## config.mk

```make
export PLATFORM = sky130hd
export DESIGN_NAME = i2c_dac_slave
export DESIGN_NICKNAME = d
export VERILOG_FILES = /design/src/rtl/i2c_dac_pkg.sv /design/src/rtl/i2c_dac_sync.sv /design/src/rtl/i2c_dac_link.sv /design/src/rtl/i2c_dac_regs.sv /design/src/rtl/i2c_dac_slave.sv
export SDC_FILE = /design/constraint.sdc
export NUM_CORES = 1
export LEC_CHECK = 0
export CAP_MARGIN = 20
export CELL_PAD_IN_SITES_DETAIL_PLACEMENT = 1
export CELL_PAD_IN_SITES_GLOBAL_PLACEMENT = 1
export CORE_AREA = 2 2 81 83
export DETAILED_ROUTE_END_ITERATION = 8
export DIE_AREA = 0 0 83 85
export DONT_BUFFER_PORTS = 1
export GPL_ROUTABILITY_DRIVEN = 0
export PLACE_DENSITY = 0.74
export SYNTH_ARGS = -nofsm -noshare
export SYNTH_HDL_FRONTEND = slang
export SYNTH_SLANG_ARGS = --single-unit
export TNS_END_PERCENT = 10
```

## constraint.sdc

```tcl
create_clock -name clk -period 2.46 [get_ports clk]
set_input_delay 0.369 -clock clk [delete_from_list [all_inputs] [get_ports clk]]
set_output_delay 0.369 -clock clk [all_outputs]
set_load 0.05 [all_outputs]
```

## src/rtl/i2c_dac_pkg.sv

```systemverilog
package i2c_dac_pkg;

  typedef enum logic [2:0] {
    S_IDLE,   // waiting for a start
    S_RX,     // shifting in a byte
    S_ACK,    // holding SDA low for the ninth pulse
    S_TX,     // shifting out a byte
    S_MACK,   // sampling the master's acknowledge
    S_SKIP    // not addressed: ignore until next start
  } bus_st_e;

  function automatic logic [6:0] dev_addr(input bit narrow, input logic [1:0] pins);
    return narrow ? {6'b000110, pins[0]} : {5'b00011, pins};
  endfunction

  function automatic logic [1:0] word_mode(input logic [15:0] w);
    return w[13:12];
  endfunction

  function automatic logic [11:0] word_code12(input logic [15:0] w);
    return w[11:0];
  endfunction

  function automatic logic [15:0] read_word(input logic [1:0] mode, input logic [11:0] code_lj);
    return {2'b00, mode, code_lj};
  endfunction

endpackage

```

## src/rtl/i2c_dac_sync.sv

```systemverilog
module i2c_dac_sync #(
  parameter int STAGES = 2
) (
  input  logic clk,
  input  logic rst_n,
  input  logic scl_i,
  input  logic sda_i,
  output logic scl_lvl,
  output logic sda_lvl,
  output logic scl_rise,
  output logic scl_fall,
  output logic start_det,
  output logic stop_det
);
  logic [STAGES-1:0] scl_pipe, sda_pipe;
  logic scl_d, sda_d;

  generate
    if (STAGES == 1) begin : g_one
      always_ff @(posedge clk or negedge rst_n) begin
        if (!rst_n) begin
          scl_pipe <= '1;
          sda_pipe <= '1;
        end else begin
          scl_pipe <= scl_i;
          sda_pipe <= sda_i;
        end
      end
    end else begin : g_many
      always_ff @(posedge clk or negedge rst_n) begin
        if (!rst_n) begin
          scl_pipe <= '1;
          sda_pipe <= '1;
        end else begin
          scl_pipe <= {scl_pipe[STAGES-2:0], scl_i};
          sda_pipe <= {sda_pipe[STAGES-2:0], sda_i};
        end
      end
    end
  endgenerate

  assign scl_lvl = scl_pipe[STAGES-1];
  assign sda_lvl = sda_pipe[STAGES-1];

  always_ff @(posedge clk or negedge rst_n) begin
    if (!rst_n) begin
      scl_d <= 1'b1;
      sda_d <= 1'b1;
    end else begin
      scl_d <= scl_lvl;
      sda_d <= sda_lvl;
    end
  end

  assign scl_rise  = scl_lvl & ~scl_d;
  assign scl_fall  = ~scl_lvl & scl_d;
  assign start_det = scl_lvl & scl_d & sda_d & ~sda_lvl;
  assign stop_det  = scl_lvl & scl_d & ~sda_d & sda_lvl;

endmodule

```

## src/rtl/i2c_dac_link.sv

```systemverilog
module i2c_dac_link
  import i2c_dac_pkg::*;
(
  input  logic        clk,
  input  logic        rst_n,
  input  logic        scl_lvl,
  input  logic        sda_lvl,
  input  logic        scl_rise,
  input  logic        scl_fall,
  input  logic        start_det,
  input  logic        stop_det,
  input  logic [6:0]  my_addr,
  input  logic [15:0] tx_word,
  output logic        sda_oe,
  output logic        rx_valid,
  output logic [7:0]  rx_byte
);
  localparam int BYTE_BITS = 8;
  localparam logic [3:0] LAST_BIT = 4'(BYTE_BITS);

  bus_st_e    st;
  logic [3:0] bit_cnt;
  logic [7:0] sh, tx_sh, next_tx;
  logic       rd_mode, is_addr, hi_seen, m_ack, tx_hi;
  logic       addr_hit, byte_done;

  assign next_tx   = tx_hi ? tx_word[15:8] : tx_word[7:0];
  assign addr_hit  = (sh[7:1] == my_addr);
  assign byte_done = scl_fall && (bit_cnt == LAST_BIT);

  always_ff @(posedge clk or negedge rst_n) begin
    if (!rst_n) begin
      st       <= S_IDLE;
      bit_cnt  <= '0;
      sh       <= '0;
      tx_sh    <= '0;
      rd_mode  <= 1'b0;
      is_addr  <= 1'b0;
      hi_seen  <= 1'b0;
      m_ack    <= 1'b0;
      tx_hi    <= 1'b1;
      sda_oe   <= 1'b0;
      rx_valid <= 1'b0;
      rx_byte  <= '0;
    end else begin
      rx_valid <= 1'b0;
      if (start_det) begin
        st      <= S_RX;
        bit_cnt <= '0;
        is_addr <= 1'b1;
        rd_mode <= 1'b0;
        sda_oe  <= 1'b0;
      end else if (stop_det) begin
        st     <= S_IDLE;
        sda_oe <= 1'b0;
      end else begin
        unique case (st)
          S_RX: begin
            if (scl_rise) begin
              sh      <= {sh[6:0], sda_lvl};
              bit_cnt <= bit_cnt + 4'd1;
            end else if (byte_done) begin
              hi_seen <= 1'b0;
              if (is_addr) begin
                if (addr_hit) begin
                  st      <= S_ACK;
                  sda_oe  <= 1'b1;
                  rd_mode <= sh[0];
                  tx_hi   <= 1'b1;
                end else begin
                  st <= S_SKIP;
                end
              end else begin
                rx_valid <= 1'b1;
                rx_byte  <= sh;
                st       <= S_ACK;
                sda_oe   <= 1'b1;
              end
            end
          end
          S_ACK: begin
            if (scl_rise) begin
              hi_seen <= 1'b1;
            end else if (scl_fall && hi_seen) begin
              is_addr <= 1'b0;
              bit_cnt <= '0;
              if (rd_mode) begin
                st     <= S_TX;
                tx_sh  <= {next_tx[6:0], 1'b0};
                sda_oe <= ~next_tx[7];
                tx_hi  <= ~tx_hi;
              end else begin
                st     <= S_RX;
                sda_oe <= 1'b0;
              end
            end
          end
          S_TX: begin
            if (scl_rise) begin
              bit_cnt <= bit_cnt + 4'd1;
            end else if (scl_fall) begin
              if (bit_cnt == LAST_BIT) begin
                st      <= S_MACK;
                sda_oe  <= 1'b0;
                hi_seen <= 1'b0;
              end else begin
                sda_oe <= ~tx_sh[7];
                tx_sh  <= {tx_sh[6:0], 1'b0};
              end
            end
          end
          S_MACK: begin
            if (scl_rise) begin
              hi_seen <= 1'b1;
              m_ack   <= ~sda_lvl;
            end else if (scl_fall && hi_seen) begin
              bit_cnt <= '0;
              if (m_ack) begin
                st     <= S_TX;
                tx_sh  <= {next_tx[6:0], 1'b0};
                sda_oe <= ~next_tx[7];
                tx_hi  <= ~tx_hi;
              end else begin
                st <= S_SKIP;
              end
            end
          end
          default: ;
        endcase
      end
    end
  end

  // the pull-down is only switched on while SCL is low
  p_oe_rise_scl_low_r9: assert property (@(posedge clk) disable iff (!rst_n)
    $rose(sda_oe) |-> !scl_lvl);

  // while ignoring the bus the line is left released
  p_skip_released_r3: assert property (@(posedge clk) disable iff (!rst_n)
    (st == S_SKIP) |-> !sda_oe);

  // a delivered byte is a single-cycle event
  p_rx_single_r4: assert property (@(posedge clk) disable iff (!rst_n)
    rx_valid |=> !rx_valid);

endmodule

```

## src/rtl/i2c_dac_regs.sv

```systemverilog
module i2c_dac_regs
  import i2c_dac_pkg::*;
#(
  parameter int DAC_BITS = 12
) (
  input  logic                clk,
  input  logic                rst_n,
  input  logic                frame_clr,
  input  logic                rx_valid,
  input  logic [7:0]          rx_byte,
  output logic [DAC_BITS-1:0] dac_code,
  output logic [1:0]          pd_mode,
  output logic                update_stb,
  output logic [15:0]         rd_word
);
  localparam int PAD = 12 - DAC_BITS;

  logic        half;
  logic [7:0]  hi_byte;
  logic [15:0] cmd_word;
  logic [11:0] code_lj;

  assign cmd_word = {hi_byte, rx_byte};
  assign code_lj  = 12'(dac_code) << PAD;
  assign rd_word  = read_word(pd_mode, code_lj);

  always_ff @(posedge clk or negedge rst_n) begin
    if (!rst_n) begin
      half       <= 1'b0;
      hi_byte    <= '0;
      dac_code   <= '0;
      pd_mode    <= '0;
      update_stb <= 1'b0;
    end else begin
      update_stb <= 1'b0;
      if (frame_clr) begin
        half <= 1'b0;
      end else if (rx_valid) begin
        if (!half) begin
          hi_byte <= rx_byte;
          half    <= 1'b1;
        end else begin
          half       <= 1'b0;
          pd_mode    <= word_mode(cmd_word);
          dac_code   <= DAC_BITS'(word_code12(cmd_word) >> PAD);
          update_stb <= 1'b1;
        end
      end
    end
  end

  // outputs move only together with the strobe
  p_change_with_stb_r5: assert property (@(posedge clk) disable iff (!rst_n)
    (!$stable(dac_code) || !$stable(pd_mode)) |-> update_stb);

  // the strobe lasts exactly one cycle
  p_stb_pulse_r5: assert property (@(posedge clk) disable iff (!rst_n)
    update_stb |=> !update_stb);

  // an update is always caused by a byte from the link
  p_stb_after_byte_r4: assert property (@(posedge clk) disable iff (!rst_n)
    update_stb |-> $past(rx_valid));

endmodule

```

## src/rtl/i2c_dac_slave.sv

```systemverilog
module i2c_dac_slave
  import i2c_dac_pkg::*;
#(
  parameter int DAC_BITS    = 12,
  parameter bit NARROW_ADDR = 1'b0,
  parameter int SYNC_STAGES = 2
) (
  input  logic                clk,
  input  logic                rst_n,
  input  logic                scl_i,
  input  logic                sda_i,
  output logic                sda_oe,
  input  logic [1:0]          addr_pins,
  output logic [DAC_BITS-1:0] dac_code,
  output logic [1:0]          pd_mode,
  output logic                update_stb
);
  logic        scl_lvl, sda_lvl, scl_rise, scl_fall, start_det, stop_det;
  logic        rx_valid, frame_clr;
  logic [7:0]  rx_byte;
  logic [15:0] rd_word;
  logic [6:0]  my_addr;

  assign my_addr   = dev_addr(NARROW_ADDR, addr_pins);
  assign frame_clr = start_det | stop_det;

  i2c_dac_sync #(.STAGES(SYNC_STAGES)) u_sync (
    .clk       (clk),
    .rst_n     (rst_n),
    .scl_i     (scl_i),
    .sda_i     (sda_i),
    .scl_lvl   (scl_lvl),
    .sda_lvl   (sda_lvl),
    .scl_rise  (scl_rise),
    .scl_fall  (scl_fall),
    .start_det (start_det),
    .stop_det  (stop_det)
  );

  i2c_dac_link u_link (
    .clk       (clk),
    .rst_n     (rst_n),
    .scl_lvl   (scl_lvl),
    .sda_lvl   (sda_lvl),
    .scl_rise  (scl_rise),
    .scl_fall  (scl_fall),
    .start_det (start_det),
    .stop_det  (stop_det),
    .my_addr   (my_addr),
    .tx_word   (rd_word),
    .sda_oe    (sda_oe),
    .rx_valid  (rx_valid),
    .rx_byte   (rx_byte)
  );

  i2c_dac_regs #(.DAC_BITS(DAC_BITS)) u_regs (
    .clk        (clk),
    .rst_n      (rst_n),
    .frame_clr  (frame_clr),
    .rx_valid   (rx_valid),
    .rx_byte    (rx_byte),
    .dac_code   (dac_code),
    .pd_mode    (pd_mode),
    .update_stb (update_stb),
    .rd_word    (rd_word)
  );

  // a start or stop never coincides with a committed update input
  p_no_commit_on_frame_r6: assert property (@(posedge clk) disable iff (!rst_n)
    frame_clr |-> !rx_valid);

endmodule

```

==> impl_results.md, run 1 <==
* N_diodes at 0
* Post-synth EDFFs at 0
* CP peak stage delay at 0.58 ns
* Skew-Pair Late Insertion Delay at 0.34 ns
* Via count at 1945
* Arrival time at the worst endpoint at 2.39 ns
* Final Hold Viols at 0
* Remaining DRCs at 0
* Crit Path Max Fanout at 9
* Die height at 85 um
* Dpl cells at 317
* Clock-pin slew on the worst setup and hold paths at 0.07 ns
* P per Cell Area at 948 nW/um2
* Synth cell types at 49
* Setup ws final at 0.291 ns
* Worst EP required at 2.68 ns
* Synth Warn # at 0
* RSZ-0062 raised after global routing: false
* Top cells by area, synth: dfrtp_1, mux2_2, dfstp_2, mux2_4, mux2i_1
* Min Tclk post-route at 2.17 ns
* Dpl cell area at 3110 um2
* Largest net degree at the start of global routing at 66
* Top cells by count, synth: dfrtp_1, mux2_2, nor2_1
* Crit-path cells: or2b_1, a211oi_1, a2111o_2, nor2_8, mux2_4
* Max Clk Rate at 461 MHz
* Routed WL per cell at 19.7 um
* Largest delay share family, worst path: compound AO/OA/AOI/OAI gates
* Root Driver: clkbuf_8
* First-pass GRT wire length at 10800 um
* Worst Max-Slew Pin Slew at 0.573 ns
* Synthesized Nets at 251
* Kind of critical path: register to register
* Layout Skew at 0.00671 ns
* 1st-iter DRT viols at 85
* CTS tree: yes
* Syn_area_per_cell at 12.5 um2
* Final Cycle Share at 88.2%
* Area Overhead vs Synth at 10.8%
* LEAKAGE at 1.59 nW
* Seq/Total Area, Yosys at 53.7%
* Post-synth top flop: dfrtp_1
* Critical Path Source Type: register
* Initial core utilization at 49.1%
* Synth Register Bits at 65
* WL final at 6590 um
* 1st-pass router iterations at 4
* Status: finished, final reports clean
* Initial antenna violation count at 0
* Overall power at 3.20 mW
* Total gr overflow at 0
* Area of the mapped netlist at 3050 um2
* Cell taking the most area after synthesis: dfrtp_1
* Die area at 7060 um2
* Final non-filler cell total at 335
* Count leader, synth: dfrtp_1
* Crit path max-delay cell type: dfstp_2
* Sum Neg Setup Slack at 0 ns
* Post-Syn Instances at 243
* Synth async-reset ratio at 100%
* CP bufs+invs at 0
* Nets@finish at 261
* Top cell type's share of synthesized area at 47.7%
* Slew Limit Fails at 0
* Layout cells sized above 1 at 31.8%
* HPWL after DPL at 4500 um
* Max VDD drop at 0.000559 V
* Max-Cap Viols at 0
* Fin area at 3370 um2
* GRT Total Usage at 20.0%
* Num CTS Buffers at 9
* Port buffer count at 0
* Max-slew headroom at 61.8%
* Post_cts resized at 0
* Hold Slack at 0.0233 ns
* Final core utilization at 54.4%
* # rows at 29
* Die Wd at 83 um
* HP Class: primary input to register
* Core ar. at 6200 um2
* Vias per inst at 5.81
* Crit end category: register
* # clock sinks at 65
* Post-route ant nets at 0
* Reg-to-reg slack, setup at 0.29 ns
* Dpl ws at 0.332 ns
* Setup violators final at 0
* Vias in the first global route at 2076
* Clk buf depth at 2
* H-tree Lvls at 3
* I/O Pins at 22
-- metal layers --
metal  track usage (%)  wire length, um  up-vias
li1                  -                -      908
met3              4.57              192       11
met2              30.8             3050       24
met1              28.2             3240     1002
met4              6.71               95        0
met5                 0                0        -
-- flip-flops by register name, indices dropped and copies added (netlist names), 2 cells and up --
name,cells
u_link.bit_cnt,4
u_link.rx_byte,8
u_link.sh,8
u_link.st,3
u_link.tx_sh,7
u_regs.dac_code,12
u_regs.hi_byte,6
u_regs.pd_mode,2
u_sync.scl_pipe,2
u_sync.sda_pipe,2
-- final timing paths --
path	start	to	depth (start not counted)
setup / recovery	u_sync.scl_d	u_link.tx_sh[3]	5
hold / removal	scl_i	u_sync.scl_pipe[0]	0
max in group asynchronous	rst_n	u_sync.sda_pipe[1]	2
hold reg to reg	u_sync.scl_pipe[0]	u_sync.scl_pipe[1]	0
setup reg to reg	u_sync.scl_d	u_link.tx_sh[3]	5
min in group asynchronous	rst_n	u_link.bit_cnt[1]	2
-- repair_timing --
item                      4_1_cts  5_1_grt
buffers inserted                0        0
hold endpoints to repair       65        0
hold buffers                    2        0
-- cell type report --
cell class	count	area (um2)
timing repair buffer	8	82.6
multi-input combinational	163	1310
inverter	6	22.5
clock buffer	10	138
fill	641	2830
sequential	65	1640
tap	77	96.3
clock inverter	6	90.1
-- kinds of logic (layout without fill, tap and decap cells) --
logic type,Yosys count,after routing,synth area share (%)
compound gates,46,46,10.8
xor+xnor,5,5,1.44
fa+ha+maj,2,2,0.822
buf+inv,15,30,3.29
flops,65,65,53.7
mux,50,50,18.9
simple gates,60,60,11.0
-- report_power, final --
part | internal (mW) | switching [mW] | total (mW)
clock network | 0.601 | 0.425 | 1.03
logic | 0.343 | 0.417 | 0.760
registers | 1.21 | 0.205 | 1.41
total | 2.15 | 1.05 | 3.20
-- layout by cell type, fill, tap and decap left out, types with 3 or more instances in the layout --
master | netlist | layout
inv_1 | 6 | 6
mux2i_1 | 7 | 7
a21oi_1 | 7 | 7
nor2_1 | 17 | 17
nand3b_1 | 4 | 4
nand2_1 | 8 | 8
dfstp_2 | 7 | 7
buf_4 | 0 | 6
o31ai_1 | 3 | 3
or2b_1 | 3 | 3
nor3_1 | 5 | 5
mux2_4 | 6 | 6
nand3_1 | 8 | 8
o21ai_0 | 14 | 14
clkbuf_8 | 0 | 10
mux2_2 | 37 | 37
dfrtp_1 | 58 | 58
xnor2_1 | 4 | 4
nor2b_1 | 4 | 4
Power figures use the tool's default switching activity.
==> inputs of run 2 (changes only) <==
==> constraint.sdc (replaced) <==
create_clock -name clk -period 2.2 [get_ports clk]
set_input_delay 0.33 -clock clk [delete_from_list [all_inputs] [get_ports clk]]
set_output_delay 0.33 -clock clk [all_outputs]
set_load 0.05 [all_outputs]
==> impl_results.md, run 2 (same netlist as run 1, synthesis figures left out) <==
* Met2 Use GR at 35.0% (was 30.8%)
* Port buffer count at 0 (unchanged)
* Layout cells sized above 1 at 32.7% (was 31.8%)
* Layer with the highest usage: met2 (unchanged)
* P per Cell Area at 1070 nW/um2 (was 948 nW/um2)
* # rows at 29 (unchanged)
* Reg2Reg Depth at 5 (unchanged)
* Commonest non-fill, non-tap cell in the layout: dfrtp_1 (unchanged)
* HPWL after DPL at 4670 um (was 4500 um)
* Core ar. at 6200 um2 (unchanged)
* Regs by FF count: u_regs.dac_code x12, u_link.rx_byte x8, u_link.sh x8 (unchanged)
* RSZ-0062 raised after global routing: false (unchanged)
* Met3 usage at 5.54% (was 4.57%)
* Max Clk Rate at 490 MHz (was 461 MHz)
* Worst Max-Slew Pin Slew at 0.579 ns (was 0.573 ns)
* WL final at 6860 um (was 6590 um)
* Initial core utilization at 49.1% (unchanged)
* Final Cycle Share at 92.9% (was 88.2%)
* Setup violators final at 0 (unchanged)
* Biggest register: u_regs.dac_code (unchanged)
* M1 GR Usage at 27.4% (was 28.2%)
* Root Driver: clkbuf_8 (unchanged)
* Worst hold start: u_sync.scl_pipe[0] (was scl_i)
* Reg-to-reg slack, setup at 0.16 ns (was 0.29 ns)
* Commonest non-fill, non-tap cells in the layout: dfrtp_1, mux2_2, nor2_1, o21ai_0, buf_4 (was dfrtp_1, mux2_2, nor2_1, o21ai_0, clkbuf_8)
* 1st-iter DRT viols at 74 (was 85)
* Area Overhead vs Synth at 13.4% (was 10.8%)
* Vias per inst at 5.72 (was 5.81)
* # clock sinks at 65 (unchanged)
* Filler cells at 640 (was 641)
* Max-slew headroom at 61.4% (was 61.8%)
* Kind of critical path: register to register (unchanged)
* RR Endpoint: u_link.tx_sh[4] (was u_link.tx_sh[3])
* I/O Pins at 22 (unchanged)
* Arrival time at the worst endpoint at 2.28 ns (was 2.39 ns)
* CP bufs+invs at 0 (unchanged)
* 1st-pass router iterations at 4 (unchanged)
* Overall power at 3.70 mW (was 3.20 mW)
* LEAKAGE at 1.63 nW (was 1.59 nW)
* Crit Path Max Fanout at 7 (was 9)
* Num CTS Buffers at 9 (unchanged)
* Depth of the worst hold-timing path at 0 (unchanged)
* H-tree Lvls at 3 (unchanged)
* Clock-pin slew on the worst setup and hold paths at 0.07 ns (about the same)
* Worst reg2reg path startpoint: u_sync.scl_d (unchanged)
* Crit path max-delay cell type: dfstp_2 (unchanged)
* Max-Cap Viols at 0 (unchanged)
* Max reg flops at 12 (unchanged)
* Largest delay share family, worst path: compound AO/OA/AOI/OAI gates (unchanged)
* Clk buf depth at 2 (unchanged)
* Slew Limit Fails at 0 (unchanged)
* First-pass GRT wire length at 11500 um (was 10800 um)
* Skew-Pair Late Insertion Delay at 0.35 ns (was 0.34 ns)
* Die area at 7060 um2 (unchanged)
* Min Tclk post-route at 2.04 ns (was 2.17 ns)
* Sum Neg Setup Slack at 0 ns (unchanged)
* HP Class: register to register (was primary input to register)
* Die Wd at 83 um (unchanged)
* Remaining DRCs at 0 (unchanged)
* Status: finished, final reports clean (unchanged)
* GRT Total Usage at 21.3% (was 20.0%)
* Crit-path cells: or2b_1, a21oi_2, a2111o_2, nor2_8, mux2_4 (was or2b_1, a211oi_1, a2111o_2, nor2_8, mux2_4)
* Crit end category: register (unchanged)
* Nets@finish at 269 (was 261)
* Final Hold Viols at 0 (unchanged)
* Max VDD drop at 0.000698 V (was 0.000559 V)
* Die height at 85 um (unchanged)
* Layout Skew at 0.00845 ns (was 0.00671 ns)
* Post-route ant nets at 0 (unchanged)
* Via count at 1961 (was 1945)
* Vias in the first global route at 2215 (was 2076)
* Initial antenna violation count at 0 (unchanged)
* N_diodes at 0 (unchanged)
* Critical Path Source Type: register (unchanged)
* Total gr overflow at 0 (unchanged)
* Routed WL per cell at 20.0 um (was 19.7 um)
* Post_cts resized at 0 (unchanged)
* Worst EP required at 2.43 ns (was 2.68 ns)
* Largest net degree at the start of global routing at 66 (unchanged)
* CP peak stage delay at 0.58 ns (about the same)
* CTS tree: yes (unchanged)
* Min-Delay Endpoint: u_sync.scl_pipe[1] (was u_sync.scl_pipe[0])
==> run 2: changes by cell type in the layout (fill, tap and decap cells not counted), sizes merged <==
cell,change
buf,+6
clkinv,-2
dlygate4sd3,+2
bufinv,+1
clkinvlp,+1
==> run 2: worst max-delay path by stage <==
| stage | start | endpoint | slack [ns] | depth (start not counted) |
|---|---|---|---|---|
| 2_1_floorplan | u_sync.scl_d | u_link.tx_sh[1] | 0.25 | 6 |
| 3_3_place_gp | u_sync.scl_d | u_link.tx_sh[4] | 0.23 | 5 |
| 3_5_place_dp | u_sync.scl_d | u_link.tx_sh[4] | 0.18 | 5 |
| 4_1_cts | u_sync.scl_d | u_link.tx_sh[4] | 0.15 | 5 |
| 5_1_grt | u_link.sh[6] | u_link.st[1] | 0.07 | 5 |
| 6_report | u_sync.scl_d | u_link.tx_sh[4] | 0.16 | 5 |
==> run 2: cell type report <==
class / count / area, um2 / share of cell area (%)
Sequential cell: 65 / 1640 / 47.4
Multi-Input combinational cell: 163 / 1310 / 37.9
Timing Repair Buffer: 16 / 148 / 4.28
Clock buffer: 10 / 128 / 3.70
Clock inverter: 6 / 114 / 3.30
Tap cell: 77 / 96.3 / 2.79
Inverter: 6 / 22.5 / 0.652
==> run 2: through the flow <==
stage          cell area, um2  utilization [%]  setup WS (ns)  hold slack, ns  cells
2_1_floorplan            3050                -          0.252          0.0344    243
3_3_place_gp             3150             50.8          0.229          0.0364    323
3_5_place_dp             3150             50.8          0.179          0.0368    323
4_1_cts                  3450             55.7          0.152           0.360    343
5_1_grt                  3450             55.7         0.0694           0.365    343
6_report                 3450             55.7          0.157           0.357    343
==> run 2: worst reg2reg max path, delay by kind of cell (launching register included) <==
| kind | cells | cell delay (ns) |
|---|---|---|
| AOI/OAI and AO/OA | 2 | 0.60 |
| DFF | 1 | 0.58 |
| and+or+nand+nor | 2 | 0.42 |
| muxes | 1 | 0.32 |
==> run 2: repair_timing <==
item,CTS,global route
hold buffers,4,0
endpoints found under the hold margin,67,0
setup buffers,0,0
setup endpoints to repair,0,0
==> run 2: metal layers <==
metal	part of all wire (%)	vias up	wire length [um]
met5	0	-	0
li1	-	920	-
met2	48	32	3290
met3	3.2	11	217
met1	47	998	3220
met4	2.0	0	137
==> run 2: report_power, final <==
part	total (mW)	internal [mW]	switching (mW)
clock network	1.24	0.757	0.482
registers	1.58	1.35	0.227
logic	0.887	0.406	0.481
total	3.70	2.51	1.19
==> inputs of run 3 (changes only) <==
==> constraint.sdc (replaced) <==
create_clock -name clk -period 2.2 [get_ports clk]
set_input_delay 0.33 -clock clk [delete_from_list [all_inputs] [get_ports clk]]
set_output_delay 0.33 -clock clk [all_outputs]
set_load 0.1 [all_outputs]
==> impl_results.md, run 3 (same netlist as run 1, synthesis figures left out) <==
* Status: finished, final reports clean (unchanged)
* Total gr overflow at 0 (unchanged)
* Vias per inst at 5.60 (was 5.72)
* CTS tree: yes (unchanged)
* HPWL after DPL at 4860 um (was 4670 um)
* Layer with the highest usage: met2 (unchanged)
* Layout Skew at 0.00681 ns (was 0.00845 ns)
* Clock-pin slew on the worst setup and hold paths at 0.08 ns (was 0.07 ns)
* Crit Path Max Fanout at 8 (was 7)
* Die height at 85 um (unchanged)
* Crit end category: register (unchanged)
* CP Launch Point: u_link.st[2] (was u_sync.scl_d)
* Initial core utilization at 49.1% (unchanged)
* Commonest non-fill, non-tap cell in the layout: dfrtp_1 (unchanged)
* Psw at 1.22 mW (was 1.19 mW)
* Num CTS Buffers at 9 (unchanged)
* Remaining DRCs at 0 (unchanged)
* Switching share of power at 33.6% (was 32.1%)
* Critical Path Source Type: register (unchanged)
* N_diodes at 0 (unchanged)
* Area Overhead vs Synth at 16.4% (was 13.4%)
* Post CTS Setup Buffer Count at 0 (unchanged)
* Min Tclk post-route at 2.06 ns (was 2.04 ns)
* Combinational power share at 25.8% (was 24.0%)
* 1st-pass router iterations at 5 (was 4)
* Vias in the first global route at 2149 (was 2215)
* Worst EP required at 2.43 ns (about the same)
* Final Cycle Share at 93.7% (was 92.9%)
* Biggest register: u_regs.dac_code (unchanged)
* M1 GR Usage at 27.6% (was 27.4%)
* Die area at 7060 um2 (unchanged)
* First-pass GRT wire length at 11400 um (was 11500 um)
* Port buffer count at 0 (unchanged)
* Setup violators final at 0 (unchanged)
* Met2 Use GR at 34.8% (was 35.0%)
* LEAKAGE at 1.71 nW (was 1.63 nW)
* Skew-Pair Late Insertion Delay at 0.34 ns (was 0.35 ns)
* Overall power at 3.62 mW (was 3.70 mW)
* Int Pwr at 2.40 mW (was 2.51 mW)
* Max Clk Rate at 485 MHz (was 490 MHz)
* Sum Neg Setup Slack at 0 ns (unchanged)
* Slew Limit Fails at 0 (unchanged)
* Routed WL per cell at 19.3 um (was 20.0 um)
* # clock sinks at 65 (unchanged)
* Die Wd at 83 um (unchanged)
* RSZ-0062 raised after global routing: false (unchanged)
* Clk buf depth at 2 (unchanged)
* Layout cells sized above 1 at 36.2% (was 32.7%)
* Final non-filler cell total at 356 (was 343)
* Post-route ant nets at 0 (unchanged)
* 1st-iter DRT viols at 81 (was 74)
* GRT Total Usage at 21.2% (was 21.3%)
* Met3 usage at 6.03% (was 5.54%)
* Max VDD drop at 0.000581 V (was 0.000698 V)
* WL final at 6880 um (was 6860 um)
* Via count at 1995 (was 1961)
* Largest net degree at the start of global routing at 66 (unchanged)
* H-tree Lvls at 3 (unchanged)
* Register share of total power at 42.8% (was 42.6%)
* HP Class: register to register (unchanged)
* Kind of critical path: register to register (unchanged)
* Max-slew headroom at 66.5% (was 61.4%)
* Worst reg2reg path startpoint: u_link.st[2] (was u_sync.scl_d)
* Core ar. at 6200 um2 (unchanged)
* Clk network pwr share at 31.4% (was 33.5%)
* Nets@finish at 282 (was 269)
* P per Cell Area at 1020 nW/um2 (was 1070 nW/um2)
* Max-Cap Viols at 0 (unchanged)
* Commonest non-fill, non-tap cells in the layout: dfrtp_1, mux2_2, buf_4, nor2_1, o21ai_0 (was dfrtp_1, mux2_2, nor2_1, o21ai_0, buf_4)
* Worst Max-Slew Pin Slew at 0.499 ns (was 0.579 ns)
* Arrival time at the worst endpoint at 2.29 ns (was 2.28 ns)
* Root Driver: clkbuf_8 (unchanged)
* Max reg flops at 12 (unchanged)
* Worst hold start: u_sync.sda_pipe[0] (was u_sync.scl_pipe[0])
* Initial antenna violation count at 0 (unchanged)
* Dpl cells at 336 (was 323)
* Regs by FF count: u_regs.dac_code x12, u_link.rx_byte x8, u_link.sh x8 (unchanged)
* I/O Pins at 22 (unchanged)
* # rows at 29 (unchanged)
* Final Hold Viols at 0 (unchanged)
## run 3: cell count changes in the layout (fill, tap and decap cells not counted)
cell        before  now
buf_4           12   24
bufinv_16        3    2
buf_12           0    1
clkbuf_1         1    0
clkinv_2         0    1
clkinv_4         0    1
inv_6            1    3
clkinvlp_4       2    0
## run 3: layout make-up
type / count / area [um2]
clock inverter: 7 / 100
fill: 633 / 2660
sequential: 65 / 1640
tap: 77 / 96.3
inverter: 6 / 22.5
clock buffer: 9 / 124
multi-input combinational: 163 / 1310
timing repair buffer: 29 / 258
## run 3: routing by layer
metal,vias up,share of wire [%]
li1,941,-
met3,8,2.5
met2,30,49
met4,0,1.3
met1,1016,47
met5,-,0
## run 3: what timing repair did
| item | in CTS | in global routing |
|---|---|---|
| hold endpoints to repair | 67 | 0 |
| hold buffers | 4 | 0 |
| resized for setup | 0 | 0 |
## run 3: power by group through the flow
stage | clock, mW | combinational, mW | sequential [mW]
2_1_floorplan | 0 | 0.749 | 1.53
5_1_grt | 1.22 | 1.03 | 1.58
3_5_place_dp | 0 | 0.903 | 1.57
6_report | 1.14 | 0.933 | 1.55
4_1_cts | 1.17 | 0.937 | 1.55
3_3_place_gp | 0 | 0.881 | 1.57
## run 3: worst paths after layout
check                                          end  slack [ns]  cells after the start
worst max register to register     u_link.tx_sh[4]        0.14                      5
worst max-delay path               u_link.tx_sh[4]        0.14                      5
worst min-delay path            u_sync.sda_pipe[1]        0.36                      0
max in group asynchronous       u_sync.sda_pipe[0]        1.33                      2
worst min register to register  u_sync.sda_pipe[1]        0.36                      0
min in group asynchronous           u_link.hi_seen        0.55                      2
## run 3: per-stage QoR
| stage | hold slack, ns | setup slack (ns) | instance area, um2 | utilization [%] |
|---|---|---|---|---|
| 2_1_floorplan | 0.0344 | 0.252 | 3050 | - |
| 3_3_place_gp | 0.0373 | 0.193 | 3260 | 52.6 |
| 3_5_place_dp | 0.0375 | 0.151 | 3260 | 52.6 |
| 4_1_cts | 0.359 | 0.139 | 3550 | 57.1 |
| 5_1_grt | 0.360 | 0.0876 | 3550 | 57.1 |
| 6_report | 0.357 | 0.139 | 3550 | 57.1 |
## run 3: worst max-delay path, cell delays in order, from the launching register on
cell and delay (ns):
dfrtp_1 0.48, or2b_2 0.29, a21oi_2 0.07, a2111o_2 0.56, nor2_8 0.22, mux2_4 0.32
